**src/rtl/cond_eval_pkg.sv**
```systemverilog
package cond_eval_pkg;
  localparam int unsigned INSTR_W  = 16;
  localparam int unsigned OPC_W    = 4;
  localparam int unsigned MASK_W   = 3;
  localparam int unsigned RESULT_W = 16;

  // Flag order matters: it lines up with the mask bits, highest first.
  typedef struct packed {
    logic neg;
    logic zero;
    logic par;
  } cond_flags_t;
endpackage

```
**src/rtl/status_flags.sv**
```systemverilog
module status_flags
  import cond_eval_pkg::*;
#(
  parameter int unsigned RES_W = RESULT_W
) (
  input  logic             clk,
  input  logic             rst_n,
  input  logic             we_i,
  input  logic [RES_W-1:0] result_i,
  output cond_flags_t      flags_o
);
  localparam int unsigned SIGN_BIT = RES_W - 1;

  cond_flags_t flags_d;
  cond_flags_t flags_q;
  cond_flags_t flags_load;

  // Derive the new flags from the result word.
  always_comb begin
    flags_load.neg  = result_i[SIGN_BIT];
    flags_load.zero = (result_i == '0);
    flags_load.par  = ~(^result_i);
  end

  // Next state: load when enabled, otherwise hold.
  always_comb begin
    flags_d = flags_q;
    if (we_i) begin
      flags_d = flags_load;
    end
  end

  always_ff @(posedge clk or negedge rst_n) begin
    if (!rst_n) begin
      flags_q <= '0;
    end else begin
      flags_q <= flags_d;
    end
  end

  assign flags_o = flags_q;


  a_r8_hold_without_write: assert property (@(posedge clk) disable iff (!rst_n)
    !we_i |=> $stable(flags_q));


  a_r7_zero_result: assert property (@(posedge clk) disable iff (!rst_n)
    (we_i && result_i == '0) |=> (flags_q.zero && !flags_q.neg && flags_q.par));


  a_r7_sign_loaded: assert property (@(posedge clk) disable iff (!rst_n)
    we_i |=> (flags_q.neg == $past(result_i[SIGN_BIT])));
endmodule

```
**src/rtl/cond_match.sv**
```systemverilog
module cond_match
  import cond_eval_pkg::*;
#(
  parameter int unsigned IW = INSTR_W,
  parameter int unsigned OW = OPC_W,
  parameter int unsigned MW = MASK_W
) (
  input  logic [IW-1:0] instr_i,
  input  cond_flags_t   flags_i,
  output logic          take_o
);
  localparam int unsigned OPC_LSB  = IW - OW;
  localparam int unsigned MASK_MSB = OPC_LSB - 1;
  localparam int unsigned MASK_LSB = OPC_LSB - MW;

  logic [OW-1:0] opcode;
  logic [MW-1:0] mask;
  logic [MW-1:0] flag_vec;
  logic [MW-1:0] gated;
  logic          opc_zero;

  assign opcode   = instr_i[IW-1:OPC_LSB];
  assign mask     = instr_i[MASK_MSB:MASK_LSB];
  assign flag_vec = flags_i;
  assign opc_zero = ~(|opcode);

  // One gate per mask bit.
  for (genvar g = 0; g < MW; g++) begin : g_gate
    assign gated[g] = mask[g] & flag_vec[g];
  end

  assign take_o = opc_zero & (|gated);

  // an empty mask never fires.
  always_comb begin
    a_r4_empty_mask: assert (!(mask == '0 && take_o));
  end
endmodule

```
**src/rtl/take_reg.sv**
```systemverilog
module take_reg (
  input  logic clk,
  input  logic rst_n,
  input  logic take_i,
  output logic take_q_o
);
  logic take_d;
  logic take_q;

  assign take_d = take_i;

  always_ff @(posedge clk or negedge rst_n) begin
    if (!rst_n) begin
      take_q <= 1'b0;
    end else begin
      take_q <= take_d;
    end
  end

  assign take_q_o = take_q;


  a_r9_delayed_copy: assert property (@(posedge clk) disable iff (!rst_n)
    1'b1 |=> (take_q == $past(take_i)));
endmodule

```
**src/rtl/cond_branch_eval.sv**
```systemverilog
module cond_branch_eval
  import cond_eval_pkg::*;
(
  input  logic                clk,
  input  logic                rst_n,
  input  logic [INSTR_W-1:0]  instr_i,
  input  logic                flag_we_i,
  input  logic [RESULT_W-1:0] result_i,
  output logic                take_o,
  output logic                take_q_o
);
  cond_flags_t flags;
  logic        take_comb;

  status_flags #(.RES_W(RESULT_W)) u_flags (
    .clk      (clk),
    .rst_n    (rst_n),
    .we_i     (flag_we_i),
    .result_i (result_i),
    .flags_o  (flags)
  );

  cond_match #(.IW(INSTR_W), .OW(OPC_W), .MW(MASK_W)) u_match (
    .instr_i (instr_i),
    .flags_i (flags),
    .take_o  (take_comb)
  );

  take_reg u_take_q (
    .clk      (clk),
    .rst_n    (rst_n),
    .take_i   (take_comb),
    .take_q_o (take_q_o)
  );

  assign take_o = take_comb;


  a_r2_opcode_gate: assert property (@(posedge clk) disable iff (!rst_n)
    (instr_i[INSTR_W-1 -: OPC_W] != '0) |-> !take_o);

  // flags are clear while reset is applied
  always_comb begin
    if (!rst_n) a_r1_reset_clear: assert (!take_q_o && flags == '0);
  end
endmodule

```
**config.mk**
```make
export PLATFORM = sky130hd
export DESIGN_NAME = cond_branch_eval
export DESIGN_NICKNAME = d
export VERILOG_FILES = /design/src/rtl/cond_eval_pkg.sv /design/src/rtl/status_flags.sv /design/src/rtl/cond_match.sv /design/src/rtl/take_reg.sv /design/src/rtl/cond_branch_eval.sv
export SDC_FILE = /design/constraint.sdc
export NUM_CORES = 1
export LEC_CHECK = 0
export BUFFER_PORTS_ARGS = -buffer_cell sky130_fd_sc_hd__buf_4
export CORE_AREA = 2 2 39 41
export DETAILED_ROUTE_END_ITERATION = 12
export DIE_AREA = 0 0 41 43
export GPL_ROUTABILITY_DRIVEN = 1
export PLACE_DENSITY_LB_ADDON = 0.12
export SLEW_MARGIN = 20
export SYNTH_ARGS = -nofsm -noshare
export SYNTH_HDL_FRONTEND = slang
export SYNTH_SLANG_ARGS = --single-unit
```
**constraint.sdc**
```tcl
create_clock -name clk -period 1.8 [get_ports clk]
set_clock_uncertainty 0.15 [all_clocks]
set_input_delay 0.09 -clock clk [delete_from_list [all_inputs] [get_ports clk]]
set_output_delay 0.09 -clock clk [all_outputs]
set_load 0.02 [all_outputs]
```
==> impl_metrics.yaml, run 1 <==
placed_design:
  gp_congestion: 0.609
  dp_hpwl_um: 670
  portBuffers: 27
synthesis:
  ys_seq_area_frac: 0.252
  syn-num-nets: 88
  synthSimpleGateAreaFrac: 0.0662
  synth_top_family_by_area: "adder cells"
  synthTopCellsByArea: "dfrtp_1, ha_1, inv_1"
  yosys.area_share.adder: 0.252
  syn_area_per_cell_um2: 8.81
  synth-seq-cells: 4
  synth-xor-area-share: 0.155
  yosys_warnings: 0
  synth_mux_area_frac: 0.0662
  yosys.area.top_type_share: 0.252
  syn_inst: 45
  ys_types: 13
  synth_compound_area_frac: 0.0473
  synth_area_um2: 397
  synth_top_area_cell: "dfrtp_1"
timing:
  max_slew_margin: 0.679
  holdWs_ns: 0.0500
  setup_viol: 0
  fin_tns_setup_ns: 0
  worst_pin_slew_ns: 0.481
  max_freq_mhz: 564
  drv_slew: 0
  period_share: 0.985
  timing.final.crit_period_ns: 1.77
  hold_viol: 0
floorplanning:
  die_area_mm2: 0.00176
  rows: 14
  start_util: 0.287
  die_w_um: 41
  ioPinCount: 37
  fp.coreArea_mm2: 0.00138
  die_h_um: 43
setup_path:
  reg2reg_from: "u_flags.flags_o[0]$_DFFE_PN0P_"
  r2r_end: "u_take_q.take_q_o$_DFF_PN0_"
  rrSetupSlack_ns: 0.49
  start_kind: "input port"
  r2r_cells: 3
  worstPathMaxFanout: 2
  critPathKind: "in2out"
  critPathRequiredTime_ns: 1.56
  cp.arrival_ns: 1.53
  critPathCaptureType: "output port"
clock_tree:
  cts_root_buffer: "clkbuf_4"
  clk_pin_slew_ns: 0.04
  numCtsBuffers: 3
  cts_tree: "yes"
  insertion_delay_ns: 0.23
  clockBufferDepth: 2
  htree_levels: 1
  cts.sink_count: 4
detailed_routing:
  drc: 0
  drtPass1Iterations: 4
  drt_iter0_drc: 3
  wl_um: 846
  drtAntennaViolNets: 0
  vias: 403
  wl_per_cell_um: 8.55
  viasPerCell: 4.07
layout:
  drive_gt1_frac: 0.434
  fin_nets: 128
  area_delta_synth_final_pct: 88.3
  antenna_cells: 0
grt:
  grt_pass1_vias: 355
  grt-ovfl-total: 0
  antenna_found_initial: 0
  track_usage: 0.103
  grt_max_degree: 5
  grt_pass1_wl_um: 1250
pwr:
  power.leakage_uw: 0.000414
  cellPowerDensity_mw_per_mm2: 539
  irDropWorstVdd_uv: 229
min_path:
  hp-class: "in2async"
job:
  maxCapViolCount: 0
status:
  status: "finished, final reports clean"
==> worst max-delay path, cell delays in order <==
cell           delay [ns]
dlygate4sd3_1        0.53
buf_4                0.13
or4_4                0.53
nor2_4               0.13
buf_6                0.12
==> sequential cells by signal, summed over array words and instances, names as in the netlist <==
register	flops
u_flags.flags_o	3
u_take_q.take_q_o	1
==> cells in the mapped netlist <==
cell type / n
mux2_2: 1
or4_1: 1
nand4_1: 1
nand2_1: 1
inv_1: 17
nand3_1: 1
mux2_4: 1
a222oi_1: 1
o32ai_1: 1
nor2_1: 1
ha_1: 8
dfrtp_1: 4
xnor2_1: 7
==> repair_timing <==
action	CTS	global route
setup endpoints to repair	0	2
gates resized for setup	0	5
hold endpoints to repair	8	0
buffers inserted	0	1
hold buffers	7	0
==> per-stage QoR <==
step           power [uW]  cell area (um2)  std cells  setup WS, ns  utilization
3_5_place_dp          279              619         88         0.322        0.448
3_3_place_gp          277              619         88         0.338        0.448
5_1_grt               432              747         99       -0.0108        0.540
4_1_cts               402              712         98        0.0134        0.514
6_report              403              747         99        0.0272        0.540
2_1_floorplan         220              397         45         0.471            -
==> layer usage <==
metal	routed length [um]	vias up	track usage	part of all wire
li1	-	220	-	-
met4	0	0	0.0600	0
met1	349	168	0.131	0.41
met2	427	15	0.156	0.50
met5	0	-	0	0
met3	68	0	0.0157	0.080
==> area by class of cell <==
type                    instances  area (um2)
clock buffers                   3        22.5
fillers                       128         637
inverters                      17        63.8
multi-input cells              24         256
flip-flops and latches          4         100
well taps                      16        20.0
repair buffers                 35         284
==> report_power, final <==
| part | internal [uW] | total (uW) | switching, uW | leakage [uW] |
|---|---|---|---|---|
| clock network | 74.2 | 106 | 31.6 | 0.0000138 |
| registers | 105 | 114 | 8.65 | 0.0000512 |
| logic | 122 | 183 | 60.9 | 0.000349 |
| total | 302 | 403 | 101 | 0.000414 |
==> how the worst max path moves through the flow <==
stage	slack, ns	endpoint	depth (start not counted)	start
floorplan	0.47	u_flags.flags_o[0]$_DFFE_PN0P_	6	result_i[4]
global placement	0.34	u_flags.flags_o[0]$_DFFE_PN0P_	7	result_i[0]
detailed placement	0.32	u_flags.flags_o[0]$_DFFE_PN0P_	7	result_i[0]
CTS	0.01	take_o	5	instr_i[13]
global route	-0.01	u_flags.flags_o[0]$_DFFE_PN0P_	8	result_i[15]
finish	0.03	take_o	5	instr_i[14]
==> layout by cell type, fill, tap and decap left out <==
master         count
a222oi_1           1
buf_4             27
buf_6              1
clkbuf_4           3
dfrtp_1            4
dlygate4sd3_1      7
ha_1               7
ha_4               1
inv_1             17
mux2_2             1
mux2_4             1
nand2_1            1
nand3_1            1
nand4_1            1
nor2_4             1
o32ai_1            1
or4_4              1
xnor2_1            7
==> kinds of logic after synthesis <==
kind of cell             count (synthesis)
AO/OA/AOI/OAI                            2
XOR/XNOR                                 7
adder cells (fa/ha/maj)                  8
buffers and inverters                   17
flip-flops                               4
multiplexers                             2
AND/OR/NAND/NOR                          5
(Power assumes the default switching activity.)
==> inputs of run 2 (changes only) <==
Settings changed: ABC_AREA from default to 1.
==> run 2 against run 1 <==
Against the previous run: clock power about the same; fmax grew 8.1%; synthesized area increased by 39%; combinational power up 2%; count of clock-buffer cells in the layout unchanged; power fell by 2.3%; critical path type is now in2reg; largest cell class is now multi-input combinational cells.
==> impl_metrics.yaml, run 2 <==
status:
  status: "finished, final reports clean"
layout:
  layout_commonest_cell: "nand2_1"
  layout_common_cells: "nand2_1, inv_1, buf_4, nor2_1, ha_1"
  fillers: 133
  regArea_um2: 100
  antenna_cells: 0
  fin_nets: 181
  multiInputGateArea_um2: 338
  largest_reg_flops: 3
  area_delta_synth_final_pct: 53.6
  drive_gt1_frac: 0.243
floorplanning:
  die_h_um: 43
  rows: 14
  die_area_mm2: 0.00176
  fp.coreArea_mm2: 0.00138
  ioPinCount: 37
  die_w_um: 41
  start_util: 0.398
placed_design:
  gp_congestion: 0.650
  portBuffers: 27
  place_ws_ns: 0.468
  dp_hpwl_um: 1010
pwr:
  power.leakage_uw: 0.000579
  cellPowerDensity_mw_per_mm2: 465
  irDropWorstVdd_uv: 253
detailed_routing:
  vias: 654
  viasPerCell: 4.30
  drc: 0
  drtAntennaViolNets: 0
  drt_iter0_drc: 5
  wl_um: 1090
  wl_per_cell_um: 7.20
  drtPass1Iterations: 4
synthesis:
  synth_mux_area_frac: 0
  syn_inst: 101
  synth_edf_count: 0
  ys.flop_type: "dfrtp_1"
  synthTopCellsByArea: "nand2_1, inv_1, dfrtp_1"
  async_reset_ff_frac: 1.00
  syn-num-nets: 144
  synthTopCellsByCount: "nand2_1, inv_1, ha_1, nor2_1, dfrtp_1"
  yosys_warnings: 0
  synth-seq-cells: 4
  synth_compound_area_frac: 0.0341
  synth_top_area_cell: "nand2_1"
  synth_area_um2: 551
  yosys.area.top_type_share: 0.300
  yosys.area_share.adder: 0.182
  synth-xor-area-share: 0
  synth_top_family_by_area: "simple AND/OR/NAND/NOR gates"
  ys_types: 13
  ys_seq_area_frac: 0.182
  synth_most_common_cell: "nand2_1"
  syn_area_per_cell_um2: 5.45
  synthSimpleGateAreaFrac: 0.398
clock_tree:
  clockBufferDepth: 2
  htree_levels: 1
  postCtsHoldBufs: 5
  cts_tree: "yes"
  numCtsBuffers: 3
  cts_setup_buffers: 0
  insertion_delay_ns: 0.23
  cts_root_buffer: "clkbuf_4"
  clk_pin_slew_ns: 0.04
  cts.sink_count: 4
  cts_resized: 0
timing:
  hold_viol: 0
  max_freq_mhz: 610
  final.setup.worst_slack_ns: 0.160
  timing.final.crit_period_ns: 1.64
  fin_tns_setup_ns: 0
  setup_viol: 0
  period_share: 0.911
  drv_slew: 0
  max_slew_margin: 0.876
  rsz0062_at_grt: "false"
  worst_pin_slew_ns: 0.185
grt:
  grt_pass1_wl_um: 1750
  grt_pass1_vias: 523
  grt_max_degree: 6
  grt-ovfl-total: 0
  antenna_found_initial: 0
  track_usage: 0.137
setup_path:
  critPathKind: "in2reg"
  reg2reg_from: "u_flags.flags_o[1]$_DFFE_PN0P_"
  cp.arrival_ns: 1.65
  critPathCaptureType: "flip-flop"
  start_kind: "input port"
  r2r_cells: 3
  worstPathMaxFanout: 2
  rrSetupSlack_ns: 0.40
  r2r_end: "u_take_q.take_q_o$_DFF_PN0_"
  critPathRequiredTime_ns: 1.81
  crit_start: "instr_i[12]"
min_path:
  hp-class: "in2async"
job:
  maxCapViolCount: 0
==> run 2: cell types whose count changed in the layout (fill, tap and decap cells not counted), moves of 2 or more <==
cell / delta
nand2_1: +43
inv_2: +2
xnor2_1: -7
nor2_1: +8
dlygate4sd3_1: -2
inv_1: +10
==> run 2: kinds of logic after synthesis <==
group	after synthesis
compound gates	3
flops	4
fa+ha+maj	8
simple gates	56
buf+inv	30
==> run 2: report_power, final <==
group          total (uW)  leakage, uW  internal [uW]  switching (uW)
Combinational         187     0.000514           93.9            92.8
Sequential            102    0.0000516           98.0            3.64
Clock                 105    0.0000138           74.2            31.2
==> run 2: cell type report <==
type	count	share of cell area
Timing Repair Buffer	32	0.299
Clock buffer	3	0.0266
Inverter	30	0.133
Sequential cell	4	0.118
Tap cell	16	0.0237
Multi-Input combinational cell	67	0.399
==> run 2: metrics by stage <==
stage | power, uW | hold WS [ns] | util | cells | instance area, um2
6_report | 394 | 0.0432 | 0.611 | 152 | 846
5_1_grt | 438 | 0.0575 | 0.611 | 152 | 846
3_3_place_gp | 279 | -0.263 | 0.559 | 144 | 773
4_1_cts | 400 | 0.0410 | 0.611 | 152 | 846
3_5_place_dp | 285 | -0.261 | 0.559 | 144 | 773
2_1_floorplan | 220 | -0.356 | - | 101 | 551
==> run 2: how the worst max path moves through the flow <==
stage,end,slack [ns],depth (start not counted)
after floorplan,u_flags.flags_o[0]$_DFFE_PN0P_,0.64,10
after global placement,u_flags.flags_o[0]$_DFFE_PN0P_,0.49,11
after global routing,u_take_q.take_q_o$_DFF_PN0_,0.08,6
after detailed placement,u_flags.flags_o[0]$_DFFE_PN0P_,0.47,11
final,u_take_q.take_q_o$_DFF_PN0_,0.16,6
after CTS,u_take_q.take_q_o$_DFF_PN0_,0.16,6
==> run 2: routing by layer <==
| layer | track usage | share of wire | wire length, um | up-vias |
|---|---|---|---|---|
| li1 | - | - | - | 364 |
| met4 | 0.0200 | 0 | 0 | 0 |
| met3 | 0.0314 | 0.064 | 70 | 0 |
| met2 | 0.247 | 0.50 | 545 | 12 |
| met1 | 0.157 | 0.44 | 478 | 278 |
| met5 | 0 | 0 | 0 | - |
==> run 2: critical path, stage by stage <==
cell and delay [ns]:
dlygate4sd3_1 0.54, buf_4 0.13, nor2_1 0.08, nand2_1 0.05, a31oi_1 0.18, dlygate4sd3_1 0.58
